File: src/rtl/pwm_pkg.sv
package pwm_pkg;
  typedef enum logic [1:0] {
    MODE_FREE   = 2'b00,
    MODE_RSVD1  = 2'b01,
    MODE_SINGLE = 2'b10,
    MODE_RSVD3  = 2'b11
  } pwm_mode_e;

  function automatic logic is_single(input logic [1:0] m);
    return m == MODE_SINGLE;
  endfunction
endpackage

File: src/rtl/pwm_timebase.sv
module pwm_timebase #(
  parameter int CNT_W = 16
) (
  input  logic             clk,
  input  logic             rst,
  input  logic [1:0]       mode,
  input  logic             run_set,
  input  logic             run_clr,
  input  logic [CNT_W-1:0] period,
  output logic [CNT_W-1:0] cnt_q,
  output logic [CNT_W-1:0] cnt_next,
  output logic             run_q,
  output logic             start,
  output logic             wrap,
  output logic             shot_end
);
  import pwm_pkg::*;

  logic at_period;
  logic run_next;

  always_comb begin
    at_period = run_q && (cnt_q == period);
    start     = run_set && !run_q && !run_clr;
    wrap      = at_period && !run_clr;
    shot_end  = wrap && is_single(mode);

    if (run_clr || start)   cnt_next = '0;
    else if (at_period)     cnt_next = '0;
    else if (run_q)         cnt_next = cnt_q + CNT_W'(1);
    else                    cnt_next = cnt_q;

    if (run_clr)            run_next = 1'b0;
    else if (start)         run_next = 1'b1;
    else if (shot_end)      run_next = 1'b0;
    else                    run_next = run_q;
  end

  always_ff @(posedge clk) begin
    if (rst) begin
      cnt_q <= '0;
      run_q <= 1'b0;
    end else begin
      cnt_q <= cnt_next;
      run_q <= run_next;
    end
  end
endmodule

File: src/rtl/pwm_chan.sv
module pwm_chan #(
  parameter int CNT_W = 16
) (
  input  logic             clk,
  input  logic             rst,
  input  logic             kill,
  input  logic             arm,
  input  logic             running,
  input  logic [CNT_W-1:0] cnt_next,
  input  logic [CNT_W-1:0] duty,
  output logic             out_q
);
  logic duty_nz;
  assign duty_nz = |duty;

  always_ff @(posedge clk) begin
    if (rst)                                  out_q <= 1'b0;
    else if (kill)                            out_q <= 1'b0;
    else if (arm)                             out_q <= duty_nz;
    else if (running && cnt_next == duty)     out_q <= 1'b0;
  end
endmodule

File: src/rtl/pwm_irq.sv
module pwm_irq (
  input  logic clk,
  input  logic rst,
  input  logic match,
  input  logic flag_clr,
  output logic pulse_q,
  output logic flag_q
);
  always_ff @(posedge clk) begin
    if (rst) begin
      pulse_q <= 1'b0;
      flag_q  <= 1'b0;
    end else begin
      pulse_q <= match;
      if (match)         flag_q <= 1'b1;
      else if (flag_clr) flag_q <= 1'b0;
    end
  end
endmodule

File: src/rtl/pwm_oneshot_gen.sv
module pwm_oneshot_gen #(
  parameter int CNT_W  = 16,
  parameter int NUM_CH = 4
) (
  input  logic                    clk,
  input  logic                    rst,
  input  logic [1:0]              mode,
  input  logic                    run_set,
  input  logic                    run_clr,
  input  logic                    flag_clr,
  input  logic [CNT_W-1:0]        period,
  input  logic [NUM_CH*CNT_W-1:0] duty,
  output logic [NUM_CH-1:0]       chan_out,
  output logic [CNT_W-1:0]        count,
  output logic                    run_en,
  output logic                    period_irq,
  output logic                    irq_flag
);
  localparam int DUTY_W = NUM_CH * CNT_W;

  logic [CNT_W-1:0] cnt_next;
  logic             start, wrap, shot_end;
  logic             kill, arm;
  logic [DUTY_W-1:0] duty_w;

  assign duty_w = duty;

  pwm_timebase #(.CNT_W(CNT_W)) u_tb (
    .clk      (clk),
    .rst      (rst),
    .mode     (mode),
    .run_set  (run_set),
    .run_clr  (run_clr),
    .period   (period),
    .cnt_q    (count),
    .cnt_next (cnt_next),
    .run_q    (run_en),
    .start    (start),
    .wrap     (wrap),
    .shot_end (shot_end)
  );

  assign kill = run_clr || shot_end;
  assign arm  = start || wrap;

  for (genvar c = 0; c < NUM_CH; c++) begin : g_ch
    pwm_chan #(.CNT_W(CNT_W)) u_ch (
      .clk      (clk),
      .rst      (rst),
      .kill     (kill),
      .arm      (arm),
      .running  (run_en),
      .cnt_next (cnt_next),
      .duty     (duty_w[c*CNT_W +: CNT_W]),
      .out_q    (chan_out[c])
    );
  end

  pwm_irq u_irq (
    .clk      (clk),
    .rst      (rst),
    .match    (wrap),
    .flag_clr (flag_clr),
    .pulse_q  (period_irq),
    .flag_q   (irq_flag)
  );
endmodule

File: config.mk
export PLATFORM = sky130hd
export DESIGN_NAME = pwm_oneshot_gen
export DESIGN_NICKNAME = d
export VERILOG_FILES = /design/src/rtl/pwm_pkg.sv /design/src/rtl/pwm_timebase.sv /design/src/rtl/pwm_chan.sv /design/src/rtl/pwm_irq.sv /design/src/rtl/pwm_oneshot_gen.sv
export SDC_FILE = /design/constraint.sdc
export NUM_CORES = 1
export LEC_CHECK = 0
export BUFFER_PORTS_ARGS = -buffer_cell sky130_fd_sc_hd__buf_2
export CORE_ASPECT_RATIO = 1.1
export CORE_MARGIN = 3
export CORE_UTILIZATION = 53
export CTS_CLUSTER_SIZE = 20
export DETAILED_ROUTE_END_ITERATION = 10
export GPL_ROUTABILITY_DRIVEN = 1
export PLACE_DENSITY = 0.95
export SLEW_MARGIN = 20
export SYNTH_ARGS = -nofsm -noshare
export SYNTH_HDL_FRONTEND = slang
export SYNTH_SLANG_ARGS = --single-unit
File: constraint.sdc
create_clock -name clk -period 4.7 [get_ports clk]
set_input_delay 0.235 -clock clk [delete_from_list [all_inputs] [get_ports clk]]
set_output_delay 0.235 -clock clk [all_outputs]
set_load 0.02 [all_outputs]
==> results by group <==
Floorplanning
  • Die Area: 5898 um^2
  • Starting Density: 55.93%
  • Floorplan row count: 26
  • Core ar.: ~4700 um^2
  • Die outline height: 80.25 um
  • Die width: 73.50 um
  • I/O pin cnt: 110

Clock network
  • Post-CTS Setup Bufs: 0
  • Sink Count: 23
  • Hold Buf Count CTS: 0
  • Post_cts resized: 0
  • CTS tree: yes
  • CTS Buffer Depth: 2
  • CTS buffer count: 3
  • Worst-Skew Late Latency: between 0.2 and 0.3 ns
  • H-Tree Depth: 1
  • CTS root buf: clkbuf_8
  • CTS clk-pin slew, worst paths: 0.10 ns

Worst setup path
  • Largest stage delay, worst path: approximately 0.88 ns
  • RR Endpoint: g_ch[1].u_ch.out_q
  • Worst path cell trace: ha_1, nand2_1, nor4_1, nand3_1, xor2_1, o221ai_1, a311oi_1, a21oi_1
  • Crit Path Class: flop to flop
  • CP required: 4.87 ns
  • Arrival time worst endpoint: 3.38 ns
  • Setup slack, reg-to-reg: 1.49 ns
  • Crit start category: flop
  • Worst path slowest cell: xor2_1
  • R2r startpoint: u_tb.cnt_q[0]
  • Cell family with most CP delay: XOR/XNOR gates
  • Worst r2r path cells: 8
  • Worst Path Buf+Inv: 0
  • Critical Path Sink Type: flop
  • Crit-path max FO: 11

Timing
  • Setup violators final: 0
  • Max Fclk: between 0.3 and 0.4 GHz
  • Fin. Hold Viols: 0
  • Worst Tran Pin Value: 1.127 ns
  • Worst Skew: between 0.002 and 0.003 ns
  • Min cycle time layout: 3.213 ns
  • Slew margin rel.: 24.31%
  • Unrepaired setup endpoints after global routing: false
  • Part of the cycle the worst path needs: between 60% and 70%
  • Setup TNS: 0 ns
  • Setup WS post-layout: 1.487 ns
  • Count of pins over their slew limit: 0

Synthesis
  • Post-synth ARST share: 0%
  • Average size of a mapped cell: 7.102 um^2
  • Cells after synthesis: 374
  • Main synth FF type: dfxtp_1
  • Yosys warnings: 0
  • Post-synth net total: 462
  • Distinct cells, synth: 62
  • EDFF count, synth: 0
  • Seq cells post-synth: 23
  • Sequential element share of the synthesized area: 17.33%
  • Mapped cell area: 2656 um^2

Global route
  • Largest net degree at the start of global routing: 19
  • Overall track demand over capacity in global routing: 35.89%
  • First-pass GRT wire length: around 16000 um
  • Initial antenna violation count: 0
  • Vias in the first global route: 3322
  • Total grt overflow: 0

Route
  • Final ANT Viol Nets: 0
  • WL per Instance: 20.89 um
  • Routed vias: 3688
  • 1st-iter DRT viols: 417
  • DRT Wirelength: between 10000 and 15000 um
  • DR pass1 iterations: 6
  • Drc violations: 0
  • Vias per cell: 7.038

Finish
  • Net count reported at finish: about 560
  • Area delta synth->final: 22.14%
  • Commonest non-fill, non-tap cells in the layout: buf_2 (109), nor2_1 (42), xnor2_1 (26)
  • Diodes inserted: 0
  • Final non-filler cell total: between 500 and 600
  • Fillcell total: 443
  • Multi-input gate area: ~2000 um^2
  • Cell area after layout: 3244 um^2
  • Share of cells above drive strength 1: 26.92%
  • Reg area: ~460 um^2
  • Commonest non-fill, non-tap cell in the layout: buf_2
  • Final Util: 68.31%

Power
  • Max VDD drop: ~0.00013 V
  • P_leak: about 0.0012 uW
  • Power per Cell Area: roughly 140 nW/um^2

Place
  • IO Port Bufs: 109
  • Placed insts: 520
  • Final HPWL DP: 8381 um
  • Pre-CTS setup slack: 1.608 ns
  • Placer congestion estimate: 1.022
  • Placed instance area: roughly 3200 um^2

Hold path
  • Hold EP: u_irq.pulse_q
  • Min-delay worst type: input pin to flop
  • Hold Crit Start: rst
  • Worst hold path depth: 2

Run status
  • Outcome: finished, final reports clean

Run
  • MaxCap Viol Count: 0
-- how the worst max path moves through the flow --
stage	start	to	slack, ns	cells after the start
6_report	u_tb.cnt_q[0]	g_ch[1].u_ch.out_q	1.49	8
5_1_grt	u_tb.cnt_q[0]	g_ch[2].u_ch.out_q	1.23	9
4_1_cts	u_tb.cnt_q[0]	g_ch[2].u_ch.out_q	1.59	9
3_5_place_dp	u_tb.cnt_q[10]	g_ch[3].u_ch.out_q	1.61	8
3_3_place_gp	u_tb.cnt_q[0]	g_ch[2].u_ch.out_q	1.60	9
2_1_floorplan	u_tb.cnt_q[0]	g_ch[2].u_ch.out_q	2.09	9
-- metrics by stage --
stage,hold WS (ns),total power [uW]
after floorplan,0.3235,259.4
after CTS,0.2151,462.1
after global placement,0.4324,325.2
final,0.2193,469.2
after global routing,0.2324,484.0
after detailed placement,0.4538,327.1
-- metal layers --
metal	global-route usage, %	vias to the layer above	part of all wire [%]
li1	-	1630	-
met1	46.36	1689	37
met2	57.18	314	46
met3	5.632	55	12
met4	17.39	0	4.9
met5	0	-	0
-- Yosys cell counts (all sizes together), types with 5 or more instances --
master | n | area share (%)
nor2 | 43 | 6.4
xnor2 | 27 | 8.9
dfxtp | 23 | 17
nand2 | 21 | 3.0
a21oi | 20 | 3.8
o21ai | 18 | 3.4
nor3 | 16 | 3.0
nor4 | 14 | 3.8
inv | 13 | 1.8
nand4 | 13 | 3.3
buf | 11 | 2.4
clkbuf | 11 | 1.6
nand3 | 10 | 1.9
xor2 | 10 | 3.3
a31oi | 8 | 1.9
or4 | 8 | 2.3
a2111oi | 7 | 2.3
o211ai | 7 | 2.0
nand2b | 6 | 1.4
o22ai | 5 | 1.2
or2 | 5 | 1.2
or3 | 5 | 1.2
-- area by class of cell --
cell class	instances	area share, %
clock buffer	3	1.273
sequential	23	14.19
clock inverter	1	0.2314
inverter	13	1.504
multi-input combinational	316	63.13
timing repair buffer	112	17.51
tap	56	2.160
-- state kept, by name, summed over array words and instances, names as in the netlist --
| signal | flops |
|---|---|
| u_tb.cnt_q | 16 |
| g_ch.u_ch.out_q | 4 |
| u_irq.flag_q | 1 |
| u_irq.pulse_q | 1 |
| u_tb.run_q | 1 |
-- where the power goes --
part | internal (uW) | switching [uW]
registers | 197 | 3.13
logic | 55.0 | 72.5
clock network | 60.5 | 81.0
-- cells by family (layout without fill, tap and decap cells) --
family	count (synthesis)	in the layout	synth area share, %
mux	3	3	1.131
flops	23	23	17.33
simple gates	160	160	32.64
compound gates	115	115	30.38
fa+ha+maj	1	1	0.4710
buf+inv	35	129	5.841
xor+xnor	37	37	12.20
No activity file was read; power rests on OpenSTA's default activity.
